$ cat src/rtl/evt_accum_pkg.sv
package evt_accum_pkg;
  localparam int ADDR_W = 2;
  localparam logic [ADDR_W-1:0] ADDR_CTRL = 2'd0;
  localparam logic [ADDR_W-1:0] ADDR_STAT = 2'd1;
  localparam logic [ADDR_W-1:0] ADDR_CNT  = 2'd2;
  localparam int CTRL_W = 5;

  typedef struct packed {
    logic ovfIe;
    logic edgeIe;
    logic edgeSel;
    logic gated;
    logic enable;
  } accCtrl_t;

  typedef struct packed {
    logic cntInc;
    logic cntLoad;
    logic edgeSet;
    logic edgeClr;
    logic ovfClr;
  } accStrobes_t;
endpackage

$ cat src/rtl/evt_accum_ctrl.sv
module evt_accum_ctrl
  import evt_accum_pkg::*;
#(
  parameter int DATA_W      = 16,
  parameter int PRESCALE    = 64,
  parameter int SYNC_STAGES = 2
) (
  input  logic              clk,
  input  logic              rst,
  input  logic              pinIn,
  input  logic              wrEn,
  input  logic [ADDR_W-1:0] addr,
  input  logic [DATA_W-1:0] wrData,
  output accCtrl_t          ctrlReg,
  output accStrobes_t       strobes
);
  localparam int DIV_W = (PRESCALE > 2) ? $clog2(PRESCALE) : 1;
  localparam logic [DIV_W-1:0] DIV_LAST = DIV_W'(PRESCALE - 1);

  logic [SYNC_STAGES-1:0] syncChain;
  logic pinSync, pinPrev;
  logic riseDet, fallDet, selEdge, activeLvl, tick;
  logic [DIV_W-1:0] divCnt;
  logic wrCtrl, wrStat;

  // synchronizer chain
  always_ff @(posedge clk) begin
    if (rst) syncChain[0] <= 1'b0;
    else     syncChain[0] <= pinIn;
  end
  for (genvar s = 1; s < SYNC_STAGES; s++) begin : g_sync
    always_ff @(posedge clk) begin
      if (rst) syncChain[s] <= 1'b0;
      else     syncChain[s] <= syncChain[s-1];
    end
  end
  assign pinSync = syncChain[SYNC_STAGES-1];

  always_ff @(posedge clk) begin
    if (rst) pinPrev <= 1'b0;
    else     pinPrev <= pinSync;
  end

  assign riseDet = pinSync & ~pinPrev;
  assign fallDet = ~pinSync & pinPrev;

  // control register
  assign wrCtrl = wrEn && (addr == ADDR_CTRL);
  assign wrStat = wrEn && (addr == ADDR_STAT);

  always_ff @(posedge clk) begin
    if (rst)         ctrlReg <= '0;
    else if (wrCtrl) ctrlReg <= accCtrl_t'(wrData[CTRL_W-1:0]);
  end

  // divide-by-PRESCALE time base, held at zero while disabled
  always_ff @(posedge clk) begin
    if (rst || !ctrlReg.enable) divCnt <= '0;
    else if (divCnt == DIV_LAST) divCnt <= '0;
    else                         divCnt <= divCnt + 1'b1;
  end
  assign tick = ctrlReg.enable && (divCnt == DIV_LAST);

  assign selEdge   = ctrlReg.edgeSel ? riseDet : fallDet;
  assign activeLvl = pinSync ^ ctrlReg.edgeSel;

  always_comb begin
    strobes.cntInc  = ctrlReg.enable &&
                      (ctrlReg.gated ? (tick && activeLvl) : selEdge);
    strobes.cntLoad = wrEn && (addr == ADDR_CNT);
    strobes.edgeSet = ctrlReg.enable && selEdge;
    strobes.edgeClr = wrStat && wrData[0];
    strobes.ovfClr  = wrStat && wrData[1];
  end
endmodule

$ cat src/rtl/evt_accum_dp.sv
module evt_accum_dp
  import evt_accum_pkg::*;
#(
  parameter int CNT_W = 16
) (
  input  logic             clk,
  input  logic             rst,
  input  accStrobes_t      strobes,
  input  logic [CNT_W-1:0] loadVal,
  output logic [CNT_W-1:0] cntVal,
  output logic             edgeFlag,
  output logic             ovfFlag
);
  localparam logic [CNT_W-1:0] CNT_MAX = '1;
  logic wrapNow;

  assign wrapNow = strobes.cntInc && !strobes.cntLoad && (cntVal == CNT_MAX);

  always_ff @(posedge clk) begin
    if (rst)                  cntVal <= '0;
    else if (strobes.cntLoad) cntVal <= loadVal;
    else if (strobes.cntInc)  cntVal <= cntVal + 1'b1;
  end

  always_ff @(posedge clk) begin
    if (rst)                  edgeFlag <= 1'b0;
    else if (strobes.edgeSet) edgeFlag <= 1'b1;
    else if (strobes.edgeClr) edgeFlag <= 1'b0;
  end

  always_ff @(posedge clk) begin
    if (rst)                 ovfFlag <= 1'b0;
    else if (wrapNow)        ovfFlag <= 1'b1;
    else if (strobes.ovfClr) ovfFlag <= 1'b0;
  end
endmodule

$ cat src/rtl/evt_accum.sv
module evt_accum
  import evt_accum_pkg::*;
#(
  parameter int CNT_W       = 16,
  parameter int PRESCALE    = 64,
  parameter int SYNC_STAGES = 2
) (
  input  logic              clk,
  input  logic              rst,
  input  logic              pinIn,
  input  logic              wrEn,
  input  logic [ADDR_W-1:0] addr,
  input  logic [CNT_W-1:0]  wrData,
  output logic [CNT_W-1:0]  rdData,
  output logic              irqEdge,
  output logic              irqOvf
);
  accCtrl_t         ctrlReg;
  accStrobes_t      strobes;
  logic [CNT_W-1:0] cntVal;
  logic             edgeFlag, ovfFlag;

  evt_accum_ctrl #(
    .DATA_W(CNT_W), .PRESCALE(PRESCALE), .SYNC_STAGES(SYNC_STAGES)
  ) i_ctrl (
    .clk(clk), .rst(rst), .pinIn(pinIn), .wrEn(wrEn), .addr(addr),
    .wrData(wrData), .ctrlReg(ctrlReg), .strobes(strobes)
  );

  evt_accum_dp #(.CNT_W(CNT_W)) i_dp (
    .clk(clk), .rst(rst), .strobes(strobes), .loadVal(wrData),
    .cntVal(cntVal), .edgeFlag(edgeFlag), .ovfFlag(ovfFlag)
  );

  always_comb begin
    unique case (addr)
      ADDR_CTRL: rdData = CNT_W'(ctrlReg);
      ADDR_STAT: rdData = CNT_W'({ovfFlag, edgeFlag});
      ADDR_CNT:  rdData = cntVal;
      default:   rdData = '0;
    endcase
  end

  assign irqEdge = edgeFlag & ctrlReg.edgeIe;
  assign irqOvf  = ovfFlag & ctrlReg.ovfIe;
endmodule

$ cat config.mk
export PLATFORM = sky130hd
export DESIGN_NAME = evt_accum
export DESIGN_NICKNAME = d
export VERILOG_FILES = /design/src/rtl/evt_accum_pkg.sv /design/src/rtl/evt_accum_ctrl.sv /design/src/rtl/evt_accum_dp.sv /design/src/rtl/evt_accum.sv
export SDC_FILE = /design/constraint.sdc
export NUM_CORES = 1
export LEC_CHECK = 0
export BUFFER_PORTS_ARGS = -buffer_cell sky130_fd_sc_hd__buf_2
export CAP_MARGIN = 5
export CORE_MARGIN = 2
export CORE_UTILIZATION = 45
export CTS_CLUSTER_DIAMETER = 40
export DETAILED_ROUTE_END_ITERATION = 10
export PLACE_DENSITY = 0.72
export SYNTH_ARGS = -nofsm -noshare
export SYNTH_HDL_FRONTEND = slang
export SYNTH_SLANG_ARGS = --single-unit
$ cat constraint.sdc
create_clock -name clk -period 1.92 [get_ports clk]
set_clock_uncertainty 0.1 [all_clocks]
set_input_delay 0.384 -clock clk [delete_from_list [all_inputs] [get_ports clk]]
set_output_delay 0.384 -clock clk [all_outputs]
set_load 0.01 [all_outputs]
==> out/results.txt <==
Vias in the first global route: 1,701
Arrival time at the worst endpoint: 2.02 ns
Die footprint: 4520 sq um
Power per cell area: 654 nW/um^2
WS Path Type: flop to flop
Die Span Y: 67.2 um
Largest net degree at the start of global routing: 16
Die width: 67.2 um
Antenna diode count: 0
Syn-to-layout area delta: 38.0%
Syn avg cell area: 8.41 sq um
Port Buffer Count: 39
Synth Cell Area: 1800 sq um
Core box area: 3740 sq um
Crit path cell chain: or3b_4, o211ai_2, nand3_4, or4_4, a311oi_2
Most frequent cells in the layout: buf_2 (39), buf_4 (38), nor2_1 (29), dfxtp_1 (29), and2_1 (16)
Worst-Margin Slew: 0.309 ns
Row count: 22
Slew Limit Fails: 0
Sw power: 0.380 mW
Int Power: 1.24 mW
Final period util: 0.998
Share of layout cells above drive strength 1: 0.351
Final ANT Viol Nets: 0
Post-synth net total: 238
Global-route wire length before repair: 8160 um
Yosys warns: 0
Clock Latency Late Sink: 0.29 ns
Final hold vios: 0
Sequential Power Share: 0.436
Fmax: 522 MHz
Initial DRC Count: 105
Switching Fraction: 0.234
Cell taking the most area after synthesis: dfxtp_1
Final nets: 311
Drt pass-1 iters: 4
Total grt overflow: 0
Top_reg_cell synth: dfxtp_1
Crit. End Element: flop
Post-synth EDFFs: 0
Synth Instances: 214
Number of antenna violations at the first check in global routing: 0
H-tree levels: 2
Root Driver: clkbuf_8
P_leak: 1.05 nW
Seq cells post-synth: 32
Total CTS buffers: 5
DP HPWL: 3570 um
Hold_buf cts: 0
Buffer levels on the longest clock path: 2
Design Power: 1.62 mW
Slew HR: 0.793
GRT Resource Usage Total: 0.245
CP startpoint kind: flop
Drt total wl: 4920 um
Worst hold slack: 0.212 ns
Combinational power share: 0.121
CTS tree: yes
Worst VDD drop: 0.717 mV
Critical Path Max Stage Delay: 0.49 ns
Worst path bufs/invs: 0
Clock network fraction of design power: 0.443
Slowest-stage cell, CP: or4_4
Max cap viols: 0
Clock sink count: 32
Vias after detailed routing: 1,860
Crit path max-delay family: simple AND/OR/NAND/NOR gates
Post-synthesis sequential area ratio: 0.356
RSZ-0062 raised after global routing: true
Commonest non-fill, non-tap cell in the layout: buf_2
Top cells by area, synth: dfxtp_1 (36%), mux2i_1 (7.2%), nor2_1 (6.1%)
Final Wtd Congestion: 0.888
Period minus WS final: 1.92 ns
Total I/O pin count: 40
Reg clk slew, reported paths: 0.07 ns
Vias/cell: 5.54
Initial core utilization: 0.481
Post-route DRC: 0
Worst hold path type: primary input to flop
Async SR Flop Fraction: 0
Worst Path Max Fanout: 6
Final count of negative-setup-slack endpoints: 0
Outcome: complete, no violations
TNS Setup: 0 ns
Post-synth top area share: 0.356
CP required: 2.02 ns
WL per Instance: 14.6 um
Cell variety after synth: 41
-- registers in the layout, summed over array words and instances, names as in the netlist --
| register | cells |
|---|---|
| i_dp.cntVal | 16 |
| i_dp.ovfFlag | 1 |
| i_ctrl.pinSync | 1 |
| i_ctrl.syncChain | 1 |
| i_ctrl.divCnt | 6 |
| i_dp.edgeFlag | 1 |
| i_ctrl.pinPrev | 1 |
| i_ctrl.ctrlReg | 5 |
-- metal layers --
metal,vias up,global-route usage,wire (um)
met5,-,0,0
met4,0,0.0918,85
met3,10,0.0467,214
met2,44,0.397,2400
met1,885,0.322,2220
li1,921,-,-
-- stage by stage --
stage	instances	worst slack (ns)	util	cell area, sq um
6_report	336	0.00306	0.663	2480
5_1_grt	336	-0.107	0.663	2480
4_1_cts	335	-0.00749	0.655	2450
3_5_place_dp	324	-0.0579	0.609	2280
3_3_place_gp	324	-0.00868	0.609	2280
2_1_floorplan	214	0.00804	-	1810
-- final cells by class --
type                    count  area [sq um]
fillers                   329          1260
multi-input cells         169          1160
flip-flops and latches     32           644
repair buffers             77           480
clock buffers               7          96.3
well taps                  48          60.1
clock inverters             1          30.0
inverters                   2          7.51
-- what timing repair did --
action                     4_1_cts  5_1_grt
pin swaps                        6        7
setup endpoints to repair        7       14
setup buffers                    3        1
resized for setup                5        7
-- worst paths after layout --
kind,startpoint,endpoint,slack (ns),cells past startpoint
worst min-delay path,pinIn,i_ctrl.syncChain[0],0.21,2
worst min register to register,i_ctrl.syncChain[0],i_ctrl.pinSync,0.34,1
worst max register to register,i_ctrl.ctrlReg[1],i_dp.cntVal[14],0.003,5
worst max-delay path,i_ctrl.ctrlReg[1],i_dp.cntVal[14],0.003,5
-- worst reg2reg max path, stage by stage (launching register included) --
cell and delay (ns):
dfxtp_1 0.36, or3b_4 0.42, o211ai_2 0.13, nand3_4 0.13, or4_4 0.49, a311oi_2 0.20
-- cells in the mapped netlist, drive strengths merged, types with 5 or more instances --
master,instances
dfxtp,32
nor2,29
and2,16
mux2i,13
nand2,11
a211oi,9
clkbuf,8
and3,7
nand4,7
o21ai,7
xnor2,7
nand3,6
nor2b,5
-- power by group through the flow --
stage | registers [mW] | logic (mW) | clock network [mW]
after detailed placement | 0.721 | 0.190 | 0
after global routing | 0.711 | 0.218 | 0.762
after CTS | 0.707 | 0.194 | 0.730
final | 0.707 | 0.196 | 0.720
after floorplan | 0.723 | 0.0982 | 0
after global placement | 0.721 | 0.188 | 0
-- logic make-up after synthesis --
logic type | synth area share
multiplexers | 0.0723
buffers and inverters | 0.0278
AND/OR/NAND/NOR | 0.346
flip-flops | 0.356
adder cells (fa/ha/maj) | 0.0139
XOR/XNOR | 0.0535
AO/OA/AOI/OAI | 0.131
Power figures use the tool's default switching activity.
